`src/rtl/vid_pkg.sv`:
```
package vid_pkg;

    typedef struct packed {
        logic [3:0] r;
        logic [3:0] g;
        logic [3:0] b;
    } rgb_t;

    typedef enum logic {
        MODE_MONO = 1'b0,
        MODE_NIB  = 1'b1
    } vmode_t;

    typedef enum logic [1:0] {
        CFG_PIDX   = 2'd0,
        CFG_PDATA  = 2'd1,
        CFG_BORDER = 2'd2,
        CFG_MODE   = 2'd3
    } cfg_sel_t;

    function automatic rgb_t grey_level(input logic [3:0] lvl);
        rgb_t c;
        c.r = lvl;
        c.g = lvl;
        c.b = lvl;
        return c;
    endfunction

endpackage

```
`src/rtl/vid_timing.sv`:
```
module vid_timing #(
    parameter int H_ACT  = 640,
    parameter int H_FP   = 16,
    parameter int H_SYNC = 96,
    parameter int H_BP   = 48,
    parameter int V_ACT  = 480,
    parameter int V_FP   = 10,
    parameter int V_SYNC = 2,
    parameter int V_BP   = 33,
    parameter int HW     = 10,
    parameter int VW     = 10
) (
    input  logic          clk,
    input  logic          rst,
    output logic [HW-1:0] hcnt,
    output logic [VW-1:0] vcnt,
    output logic          hs_low,
    output logic          vs_low,
    output logic          active
);
    localparam int H_TOT = H_ACT + H_FP + H_SYNC + H_BP;
    localparam int V_TOT = V_ACT + V_FP + V_SYNC + V_BP;
    localparam logic [HW-1:0] H_LAST = HW'(H_TOT - 1);
    localparam logic [VW-1:0] V_LAST = VW'(V_TOT - 1);
    localparam logic [HW-1:0] H_AEND = HW'(H_ACT);
    localparam logic [VW-1:0] V_AEND = VW'(V_ACT);
    localparam logic [HW-1:0] HS_BEG = HW'(H_ACT + H_FP);
    localparam logic [HW-1:0] HS_END = HW'(H_ACT + H_FP + H_SYNC);
    localparam logic [VW-1:0] VS_BEG = VW'(V_ACT + V_FP);
    localparam logic [VW-1:0] VS_END = VW'(V_ACT + V_FP + V_SYNC);

    always_ff @(posedge clk) begin
        if (rst) begin
            hcnt <= '0;
            vcnt <= '0;
        end else if (hcnt == H_LAST) begin
            hcnt <= '0;
            vcnt <= (vcnt == V_LAST) ? '0 : vcnt + 1'b1;
        end else begin
            hcnt <= hcnt + 1'b1;
        end
    end

    always_comb begin
        hs_low = (hcnt >= HS_BEG) && (hcnt < HS_END);
        vs_low = (vcnt >= VS_BEG) && (vcnt < VS_END);
        active = (hcnt < H_AEND) && (vcnt < V_AEND);
    end

    // the column counter returns to zero after the last position
    p_hcnt_wrap_r1: assert property (@(posedge clk) disable iff (rst)
        (hcnt == H_LAST) |=> (hcnt == '0));

    // the line counter moves only at the end of a line
    p_vcnt_hold_r1: assert property (@(posedge clk) disable iff (rst)
        (hcnt != H_LAST) |=> $stable(vcnt));

endmodule

```
`src/rtl/vid_palette.sv`:
```
module vid_palette
    import vid_pkg::*;
(
    input  logic        clk,
    input  logic        rst,
    input  logic        cfg_we,
    input  logic [1:0]  cfg_sel,
    input  logic [11:0] cfg_wdata,
    input  logic [3:0]  pix_idx,
    output rgb_t        pix_rgb,
    output rgb_t        border_rgb,
    output vmode_t      mode
);
    rgb_t       pal [16];
    logic [3:0] sel_idx;
    logic [3:0] brd_idx;

    always_ff @(posedge clk) begin
        if (rst) begin
            for (int i = 0; i < 16; i++) pal[i] <= grey_level(4'(i));
            sel_idx <= '0;
            brd_idx <= '0;
            mode    <= MODE_MONO;
        end else if (cfg_we) begin
            case (cfg_sel_t'(cfg_sel))
                CFG_PIDX:   sel_idx      <= cfg_wdata[3:0];
                CFG_PDATA:  pal[sel_idx] <= rgb_t'(cfg_wdata);
                CFG_BORDER: brd_idx      <= cfg_wdata[3:0];
                CFG_MODE:   mode         <= vmode_t'(cfg_wdata[0]);
                default:    ;
            endcase
        end
    end

    assign pix_rgb    = pal[pix_idx];
    assign border_rgb = pal[brd_idx];

    // a mode write is visible on the next cycle
    p_mode_write_r10: assert property (@(posedge clk) disable iff (rst)
        (cfg_we && cfg_sel == 2'd3) |=> (mode == vmode_t'($past(cfg_wdata[0]))));

    // the palette index changes only through its own select
    p_idx_only_sel0_r10: assert property (@(posedge clk) disable iff (rst)
        !(cfg_we && cfg_sel == 2'd0) |=> $stable(sel_idx));

endmodule

```
`src/rtl/vid_fetch.sv`:
```
module vid_fetch
    import vid_pkg::*;
#(
    parameter int H_ACT  = 640,
    parameter int V_ACT  = 480,
    parameter int WIN_W  = 512,
    parameter int WIN_H  = 400,
    parameter int HW     = 10,
    parameter int VW     = 10,
    parameter int ADDR_W = 16,
    parameter logic [ADDR_W-1:0] BASE = '0
) (
    input  logic              clk,
    input  logic              rst,
    input  logic [HW-1:0]     hcnt,
    input  logic [VW-1:0]     vcnt,
    input  vmode_t            mode,
    input  logic [15:0]       vid_data,
    output logic              vid_rd,
    output logic [ADDR_W-1:0] vid_addr,
    output logic              in_win,
    output logic [3:0]        pix_idx
);
    localparam int WX0 = (H_ACT - WIN_W) / 2;
    localparam int WY0 = (V_ACT - WIN_H) / 2;
    localparam int N0  = WIN_W / 16;
    localparam int N1  = WIN_W / 8;
    localparam logic [HW:0]   WX0_E = (HW+1)'(WX0);
    localparam logic [HW:0]   WX1_E = (HW+1)'(WX0 + WIN_W);
    localparam logic [VW-1:0] WY0_V = VW'(WY0);
    localparam logic [VW-1:0] WY1_V = VW'(WY0 + WIN_H);
    localparam logic [VW-1:0] VA_V  = VW'(V_ACT);

    logic [HW:0]   hx, nx, slot, mask, fxs, fx, wx, nwx, word_k;
    logic [VW-1:0] wy, row;
    logic          in_wx, in_wy, in_fx, in_nx, load;
    logic [15:0]   hold;
    logic [15:0]   cur;

    always_comb begin
        hx    = {1'b0, hcnt};
        nx    = hx + 1'b1;
        slot  = (mode == MODE_NIB) ? (HW+1)'(8) : (HW+1)'(16);
        mask  = slot - 1'b1;
        fxs   = hx + slot;
        fx    = fxs - WX0_E;
        wx    = hx - WX0_E;
        nwx   = nx - WX0_E;
        wy    = vcnt - WY0_V;
        in_wx = (hx >= WX0_E) && (hx < WX1_E);
        in_nx = (nx >= WX0_E) && (nx < WX1_E);
        in_fx = (fxs >= WX0_E) && (fxs < WX1_E);
        in_wy = (vcnt >= WY0_V) && (vcnt < WY1_V);
        vid_rd = in_wy && in_fx && ((fx & mask) == '0);
        load   = in_nx && ((nwx & mask) == '0);
        row    = (mode == MODE_NIB) ? (wy >> 1) : wy;
        word_k = (mode == MODE_NIB) ? (fx >> 3) : (fx >> 4);
        vid_addr = BASE + ADDR_W'(word_k)
                 + ((mode == MODE_NIB) ? ADDR_W'(row) * ADDR_W'(N1)
                                       : ADDR_W'(row) * ADDR_W'(N0));
        in_win  = in_wx && in_wy;
        pix_idx = (mode == MODE_MONO) ? {4{cur[15]}} : cur[15:12];
    end

    // hold: word fetched one slot early; cur: word being shown, leftmost byte on top
    always_ff @(posedge clk) begin
        if (rst) begin
            hold <= '0;
            cur  <= '0;
        end else begin
            if (vid_rd) hold <= vid_data;
            if (load) begin
                cur <= {hold[7:0], hold[15:8]};
            end else if (in_wx) begin
                if (mode == MODE_MONO) cur <= cur << 1;
                else if (wx[0])        cur <= cur << 4;
            end
        end
    end

    // fetches are at least one slot apart
    p_fetch_gap_r6: assert property (@(posedge clk) disable iff (rst)
        vid_rd |=> !vid_rd);

    // no fetch on blanking lines
    p_nofetch_blank_r6: assert property (@(posedge clk) disable iff (rst)
        vid_rd |-> (vcnt < VA_V));

endmodule

```
`src/rtl/vid_steal_gen.sv`:
```
module vid_steal_gen
    import vid_pkg::*;
#(
    parameter int H_ACT  = 640,
    parameter int H_FP   = 16,
    parameter int H_SYNC = 96,
    parameter int H_BP   = 48,
    parameter int V_ACT  = 480,
    parameter int V_FP   = 10,
    parameter int V_SYNC = 2,
    parameter int V_BP   = 33,
    parameter int WIN_W  = 512,
    parameter int WIN_H  = 400,
    parameter int ADDR_W = 16,
    parameter logic [ADDR_W-1:0] BASE = '0
) (
    input  logic              clk,
    input  logic              rst,
    input  logic              cfg_we,
    input  logic [1:0]        cfg_sel,
    input  logic [11:0]       cfg_wdata,
    output logic [ADDR_W-1:0] vid_addr,
    output logic              vid_rd,
    input  logic [15:0]       vid_data,
    output logic              cpu_hold,
    output logic              hsync_n,
    output logic              vsync_n,
    output logic              hs_fall,
    output logic              vs_fall,
    output logic [3:0]        vga_r,
    output logic [3:0]        vga_g,
    output logic [3:0]        vga_b
);
    localparam int H_TOT = H_ACT + H_FP + H_SYNC + H_BP;
    localparam int V_TOT = V_ACT + V_FP + V_SYNC + V_BP;
    localparam int HW    = $clog2(H_TOT);
    localparam int VW    = $clog2(V_TOT);

    logic [HW-1:0] hcnt;
    logic [VW-1:0] vcnt;
    logic          hs_low, vs_low, active, in_win;
    logic [3:0]    pix_idx;
    rgb_t          pix_rgb, border_rgb, out_q;
    vmode_t        mode;

    vid_timing #(
        .H_ACT(H_ACT), .H_FP(H_FP), .H_SYNC(H_SYNC), .H_BP(H_BP),
        .V_ACT(V_ACT), .V_FP(V_FP), .V_SYNC(V_SYNC), .V_BP(V_BP),
        .HW(HW), .VW(VW)
    ) u_timing (
        .clk(clk), .rst(rst), .hcnt(hcnt), .vcnt(vcnt),
        .hs_low(hs_low), .vs_low(vs_low), .active(active)
    );

    vid_fetch #(
        .H_ACT(H_ACT), .V_ACT(V_ACT), .WIN_W(WIN_W), .WIN_H(WIN_H),
        .HW(HW), .VW(VW), .ADDR_W(ADDR_W), .BASE(BASE)
    ) u_fetch (
        .clk(clk), .rst(rst), .hcnt(hcnt), .vcnt(vcnt), .mode(mode),
        .vid_data(vid_data), .vid_rd(vid_rd), .vid_addr(vid_addr),
        .in_win(in_win), .pix_idx(pix_idx)
    );

    vid_palette u_pal (
        .clk(clk), .rst(rst), .cfg_we(cfg_we), .cfg_sel(cfg_sel),
        .cfg_wdata(cfg_wdata), .pix_idx(pix_idx), .pix_rgb(pix_rgb),
        .border_rgb(border_rgb), .mode(mode)
    );

    assign cpu_hold = vid_rd;

    always_ff @(posedge clk) begin
        if (rst) begin
            out_q   <= '0;
            hsync_n <= 1'b1;
            vsync_n <= 1'b1;
            hs_fall <= 1'b0;
            vs_fall <= 1'b0;
        end else begin
            out_q   <= !active ? '0 : (in_win ? pix_rgb : border_rgb);
            hsync_n <= !hs_low;
            vsync_n <= !vs_low;
            hs_fall <= hs_low & hsync_n;
            vs_fall <= vs_low & vsync_n;
        end
    end

    assign vga_r = out_q.r;
    assign vga_g = out_q.g;
    assign vga_b = out_q.b;

    // blanking positions come out black one cycle later
    p_blank_black_r2: assert property (@(posedge clk) disable iff (rst)
        !active |=> (out_q == '0));

    // sync events are single-cycle pulses
    p_hs_pulse_r9: assert property (@(posedge clk) disable iff (rst)
        hs_fall |=> !hs_fall);

    // a vertical event coincides with a low vertical sync
    p_vs_low_r9: assert property (@(posedge clk) disable iff (rst)
        vs_fall |-> !vsync_n);

endmodule

```
`config.mk`:
```
export PLATFORM = sky130hd
export DESIGN_NAME = vid_steal_gen
export DESIGN_NICKNAME = d
export VERILOG_FILES = /design/src/rtl/vid_pkg.sv /design/src/rtl/vid_timing.sv /design/src/rtl/vid_palette.sv /design/src/rtl/vid_fetch.sv /design/src/rtl/vid_steal_gen.sv
export SDC_FILE = /design/constraint.sdc
export NUM_CORES = 1
export LEC_CHECK = 0
export ABC_AREA = 1
export BUFFER_PORTS_ARGS = -buffer_cell sky130_fd_sc_hd__buf_2
export CAP_MARGIN = 5
export CORE_UTILIZATION = 54
export CTS_CLUSTER_DIAMETER = 150
export DETAILED_ROUTE_END_ITERATION = 10
export PLACE_DENSITY = 0.82
export SYNTH_ARGS = -nofsm -noshare
export SYNTH_HDL_FRONTEND = slang
export SYNTH_HIERARCHICAL = 1
export SYNTH_SLANG_ARGS = --single-unit
```
`constraint.sdc`:
```
create_clock -name clk -period 6.3 [get_ports clk]
set_clock_uncertainty 0.05 [all_clocks]
set_input_delay 1.89 -clock clk [delete_from_list [all_inputs] [get_ports clk]]
set_output_delay 1.89 -clock clk [all_outputs]
set_load 0.05 [all_outputs]
```
Word level (Yosys, flattened, before mapping):

Memory sizes are Yosys's and may differ from the RTL's. A register that Yosys moved wholly into a read port is not among the register bits.
Index checks and enable logic that the tools add are counted.

* register bits after elaboration: 77
* RAM bits: 192
* bits of input ports: 33
* output and inout port bits: 34
* memories kept: 1

* add/sub/neg operators: 10
* order comparisons: 14
* eq/ne operators: 6
* mux-type cells: 22
* bitwise gates (word level): 5
* reductions and logical operators: 24

Memory list
* u_pal.pal: words 16, bits a word 12, rd ports 2, clocked after Yosys merged registers in 1, wr ports 16, RTL line vid_palette.sv:14 `rgb_t pal [16];`

Operators with widths (count)
* 16-bit 2-to-1 mux: 5
* 10-bit < comparator (second input constant): 3
* 10-bit by 9-bit < comparator with 1-bit output (second input constant): 3
* 12-bit 2-to-1 mux: 2
* 11-bit bitwise AND: 2
* 11-bit by 7-bit greater-or-equal comparator with 1-bit output (second input constant): 2
* 11-bit zero test: 2
* 11-bit by 10-bit < comparator with 1-bit output (second input constant): 2
* 11-bit by 7-bit subtractor with 11-bit output (second input constant): 2
* 10-bit by 1-bit adder with 10-bit output (second input constant): 2
* 10-bit == test (second input constant): 2
* 10-bit 2-to-1 mux: 2
* 11-bit by 16-bit adder with 16-bit output: 1
* 4-bit 2-to-1 mux: 3
* 12-bit OR reduction: 1
* 10-bit by 1-bit adder with 11-bit output (second input constant): 1
* 10-bit by 5-bit adder with 11-bit output: 1
* 1-bit logical AND: 11
* 11-bit by 1-bit subtractor with 11-bit output (second input constant): 1
* 10-bit greater-or-equal comparator (second input constant): 1
* 10-bit by 6-bit greater-or-equal comparator with 1-bit output (second input constant): 1
* 10-bit by 7-bit greater-or-equal comparator with 1-bit output (second input constant): 1
* 10-bit by 9-bit greater-or-equal comparator with 1-bit output (second input constant): 1
* 10-bit by 6-bit subtractor with 10-bit output (second input constant): 1
* 15 further kinds: 28

Logic depth before layout (Yosys ltp):

* depth after elaboration: 7
* gate-level depth with buffers: 25

By module:

Netlist, hierarchy kept.

Modules (own cells, without submodules)
* vid_palette: instances 1, cells an instance 1542, area an instance 11603.6 µm², sequential area each 6025.8 µm²
* vid_fetch: instances 1, cells an instance 476, area an instance 2976.6 µm², sequential area each 640.6 µm²
* vid_timing: instances 1, cells an instance 179, area an instance 1191.1 µm², sequential area each 400.4 µm²
* vid_steal_gen: instances 1, cells an instance 65, area an instance 589.3 µm², sequential area each 320.3 µm²

Worst setup path before layout:

OpenSTA, ideal clock, no wires.

* path kind: register to output
* start point: register u_pal.mode
* end point: output vid_addr[15]
* arrival time: 4.671 ns
* data required time: 4.360 ns
* path slack: -0.311 ns
* stages on the path, launching flop included: 17
* buffers on the path: 3
* cells stage by stage: dfxtp_1 clkbuf_1 inv_1 clkbuf_1 buf_1 fa_1 nand3_4 xor2_2 ha_1 nand3_1 xnor2_1 o21ai_0 fa_1 a21oi_1 nor4_1 nand3b_1 nor3b_1

* cells in the longest elaborated chain, start to end: 5
* elaborated cells between the ends (all ways): 7

Ends and longest elaborated chain
* from (decl): RTL line vid_palette.sv:12 `output vmode_t mode`
* from (signal assigned): RTL line vid_palette.sv:29 `CFG_MODE: mode <= vmode_t'(cfg_wdata[0]);`
* 5-bit 2-to-1 mux: RTL line vid_fetch.sv:43 `slot = (mode == MODE_NIB) ? (HW+1)'(8) : (HW+1)'(16);`
* 10-bit by 5-bit adder with 11-bit output: RTL line vid_fetch.sv:45 `fxs = hx + slot;`
* 11-bit by 7-bit subtractor with 11-bit output: RTL line vid_fetch.sv:46 `fx = fxs - WX0_E;`
* 8-bit 2-to-1 mux: RTL line vid_fetch.sv:57 `word_k = (mode == MODE_NIB) ? (fx >> 3) : (fx >> 4);`
* 11-bit by 16-bit adder with 16-bit output *: RTL line vid_fetch.sv:59 `+ ((mode == MODE_NIB) ? ADDR_W'(row) * ADDR_W'(N1)`
* to (decl): RTL line vid_steal_gen.sv:22 `output logic [ADDR_W-1:0] vid_addr,`

Every way passes the cells marked *; elsewhere a longest branch is shown, timed or not.

Worst setup path after layout:

* start point: register u_timing.hcnt[3]
* end point: output vid_addr[14]

* cells in the longest elaborated chain, start to end: 4

Ends and longest elaborated chain
* from (decl): RTL line vid_timing.sv:15 `output logic [HW-1:0] hcnt,`
* from (signal assigned): RTL line vid_timing.sv:40 `hcnt <= hcnt + 1'b1;`
* 10-bit by 5-bit adder with 11-bit output: RTL line vid_fetch.sv:45
* 11-bit by 7-bit subtractor with 11-bit output: RTL line vid_fetch.sv:46
* 8-bit 2-to-1 mux: RTL line vid_fetch.sv:57
* 11-bit by 16-bit adder with 16-bit output: RTL line vid_fetch.sv:59

Every way passes these cells.

==> metrics.md <==
| Metric | Value |
|---|---|
| Status | `finished, final reports clean` |
| Peak supply drop | `~200 uV` |
| CP max stage delay | `~0.44 ns` |
| WS Path Type | `reg2out` |
| CP Max Fanout | `9` |
| Number of flops mapped to enable cells by yosys | `192` |
| Worst Path Buf+Inv | `1` |
| CORE AREA | `29700 um^2` |
| Most common cell after layout, fill and taps aside | `nand2_1` |
| Die area | `slightly above 30000 um^2` |
| Crit. End Element | `primary output` |
| Clk buf depth | `3` |
| Worst reg2reg startpoint | `u_pal/mode$_SDFFE_PP0P_` |
| Top post-synthesis cells by area | `edfxtp_1 (35%), nand2_1 (17%), nand3_1 (12%)` |
| Clk root buf | `clkbuf_16` |
| Post-synth top flop | `edfxtp_1` |
| Multiplexer share of the synthesized area | `0` |
| Pre-antenna DRT Iters | `7` |
| Critical Path RT | `around 4.4 ns` |
| Ys Warns | `6` |
| Area share of the largest cell type after synthesis | `0.352` |
| Initial antenna violation count | `6` |
| Post-synthesis adder-cell area fraction | `0.0162` |
| Simple-gate share of the synthesized area | `0.375` |
| DR WL/cell | `about 18 um` |
| FFs w/ async S/R, synth | `0` |
| DR vias | `15300` |
| HP Start | `hsync_n$_SDFF_PP1_` |
| Hold Crit Class | `reg2reg` |
| Compound-Gate Fraction of Synth Area | `0.0315` |
| First-pass GRT wire length | `75.2 mm` |
| FP Rows | `63` |
| GPL Wtd Cong | `about 1` |
| Finished Cell Area | `about 18000 um^2` |
| Share of layout cells above drive strength 1 | `0.102` |
| RSZ-0062 raised after global routing | `false` |
| Slew @ Worst Pin | `1.16 ns` |
| CTS buffer count | `30` |
| Clock share of power | `0.441` |
| WL final | `48.7 mm` |
| Seq pwr share | `0.475` |
| Setup violators final | `0` |
| Cell area after placement | `16700 um^2` |
| Post-Syn Instances | `2262` |
| Vias in the first global route | `approximately 14000` |
| HPWL Detailed | `roughly 32 mm` |
| Synthesized flop and latch total | `273` |
| DR DRC count | `0` |
| Most frequent CP cell | `nand2_1` |
| Slew Limit Headroom | `0.223` |
| Arr. time, crit path | `4.06 ns` |
| PwrDens | `between 200 and 250 nW/um^2` |
| CP startpoint | `u_timing/hcnt[3]$_SDFF_PP0_` |
| Final global-route overflow total | `0` |
| Avg Synthesized Cell Area | `7.23 um^2` |
| Sequential share of the synthesized area | `0.452` |
| Most frequent cells in the layout | `nand2_1 (726), nand3_1 (400), inv_1 (308)` |
| Leakage | `about 8.0 nW` |
| Area grow syn2layout | `8.87%` |
| Sink Count | `~270` |
| Net Sw Frac | `0.247` |
| Final Util | `0.599` |
| Pins Over Slew Limit | `0` |
| Via density | `approximately 5.7` |
| Startpoint types | `register` |
| Final period util | `0.952` |
| Nets@finish | `2305` |
| H-tree depth | `1` |
| Leading area contributor after synthesis | `edfxtp_1` |
| Port Buffers | `66` |
| Synthesized Nets | `2315` |
| P_sw | `1.03 mW` |
| Worst Hold Slack | `0.392 ns` |
| Pint | `3.13 mW` |
| CP delay by family, top | `adder cells` |
| Max-Cap Viols | `0` |
| XOR/XNOR Fraction of Synth Area | `0.0112` |
| Antenna Nets Post-Route | `0` |
| Max frequency | `0.167 GHz` |
| Slowest stage cell, crit path | `fa_1` |
| Largest net degree at the start of global routing | `between 90 and 100` |
| CTS tree | `done` |
| Gr usage total | `0.313` |
| Vert. Die Dim | `about 180 um` |
| Starting Density | `0.551` |
| Worst-Skew Late Latency | `0.57 ns` |
| Clock Pin Slew Worst Setup and Hold Paths | `0.06 ns` |
| Main combinational cell family by area after synthesis | `simple AND/OR/NAND/NOR gates` |
| Die W | `around 180 um` |
| Critical-path cell list | `ha_1 -> fa_1 -> nand3_4 -> xor2_4 -> ha_1 -> nand3_1 -> xnor2_1 -> nor2_1 -> ha_1 -> nand3_1 -> nand2_1 -> nand2_1 -> nor2_2 -> nand2_1 -> nor2_1 -> nand2_1 -> xor2_1 -> buf_4` |
| Tmin final | `6.00 ns` |
| Final hold vios | `0` |
| DRT iter0 DRCs | `2005` |
| Distinct cells, synth | `46` |
| Mapped Area | `approximately 16000 um^2` |
| Combinational power share | `0.084` |
| I/O Pins | `67` |
-- power by group through the flow --
stage	clock (mW)	sequential, mW	combinational [mW]
CTS	1.85	1.98	0.342
detailed placement	0	2.01	0.341
floorplan	0	2.03	0.207
finish	1.84	1.98	0.351
global route	1.92	1.98	0.375
global placement	0	2.01	0.334
-- worst register-to-register path: stages (launching register included) --
cell and delay [ns]:
dfxtp_4 0.42, clkinvlp_4 0.15, buf_4 0.18, buf_4 0.21
nand2_1 0.22, o21ai_4 0.08, buf_4 0.23, inv_2 0.74
buf_4 0.64, nand2_1 0.14, nand3_1 0.10, nand3_1 0.19
nand3_1 0.20, nand2_1 0.07, nand2_1 0.08, a21oi_2 0.07
-- layer usage --
layer	GRT usage	vias to the layer above	part of all wire
li1	-	7159	-
met1	0.423	6962	0.38
met2	0.497	1025	0.46
met3	0.0512	174	0.12
met4	0.134	2	0.046
met5	0	-	0.00027
-- final cells by class --
type / instances / area (um^2)
Antenna cell: 5 / 12.5
Clock buffer: 42 / 848
Clock inverter: 14 / 178
Fill cell: 2669 / 11900
Inverter: 341 / 1290
Multi-Input combinational cell: 1525 / 7150
Sequential cell: 273 / 7390
Tap cell: 390 / 488
Timing Repair Buffer: 81 / 454
-- flip-flops by register name, summed over array words and instances, names as in the netlist, named ones only --
register	flops
vga_b	4
u_pal/brd_idx	4
vga_r	4
u_pal/sel_idx	4
u_timing/vcnt	10
u_timing/hcnt	10
hsync_n	1
u_fetch/hold	16
u_pal/pal	192
u_pal/mode	1
hs_fall	1
vga_g	4
vs_fall	1
u_fetch/cur	16
vsync_n	1
-- stage by stage --
step                cells  worst slack (ns)    TNS, ns  power, mW
detailed placement   2609             0.384          0       2.35
CTS                  2665            0.0420          0       4.17
global route         2668           0.00547          0       4.27
floorplan            2262         -0.000100  -0.000100       2.24
finish               2671             0.303          0       4.16
global placement     2609             0.463          0       2.35
-- cells in the mapped netlist (24+ instances only) --
master	count
a21oi_1	36
buf_2	35
clkbuf_1	57
dfxtp_1	81
edfxtp_1	192
inv_1	309
inv_2	24
nand2_1	726
nand3_1	400
nand4_1	27
nor2_1	170
nor2_2	25
o21ai_0	34
-- cells by family (layout without fill, tap and decap cells) --
logic type	after synthesis	in the layout
fa+ha+maj	20	20
flops	273	273
xor+xnor	18	18
buf+inv	464	478
compound gates	91	91
other cells	0	5
simple gates	1396	1396
-- repair_timing --
item                                    CTS  global route
pin swaps                                 0             1
buffers inserted                          0             1
hold buffers                              0             0
gates resized for setup                   3            10
endpoints found under the setup margin    5             5
endpoints found under the hold margin     0             0
-- path summary, 6_finish.rpt --
check                   endpoint  slack (ns)  cells after the start
max                 vid_addr[14]        0.30                     18
min reg2reg   hs_fall$_SDFF_PP0_        0.39                      2
min           hs_fall$_SDFF_PP0_        0.39                      2
max reg2reg  vga_g[1]$_SDFF_PP0_        2.41                     15
No activity file was read; power rests on OpenSTA's default activity.
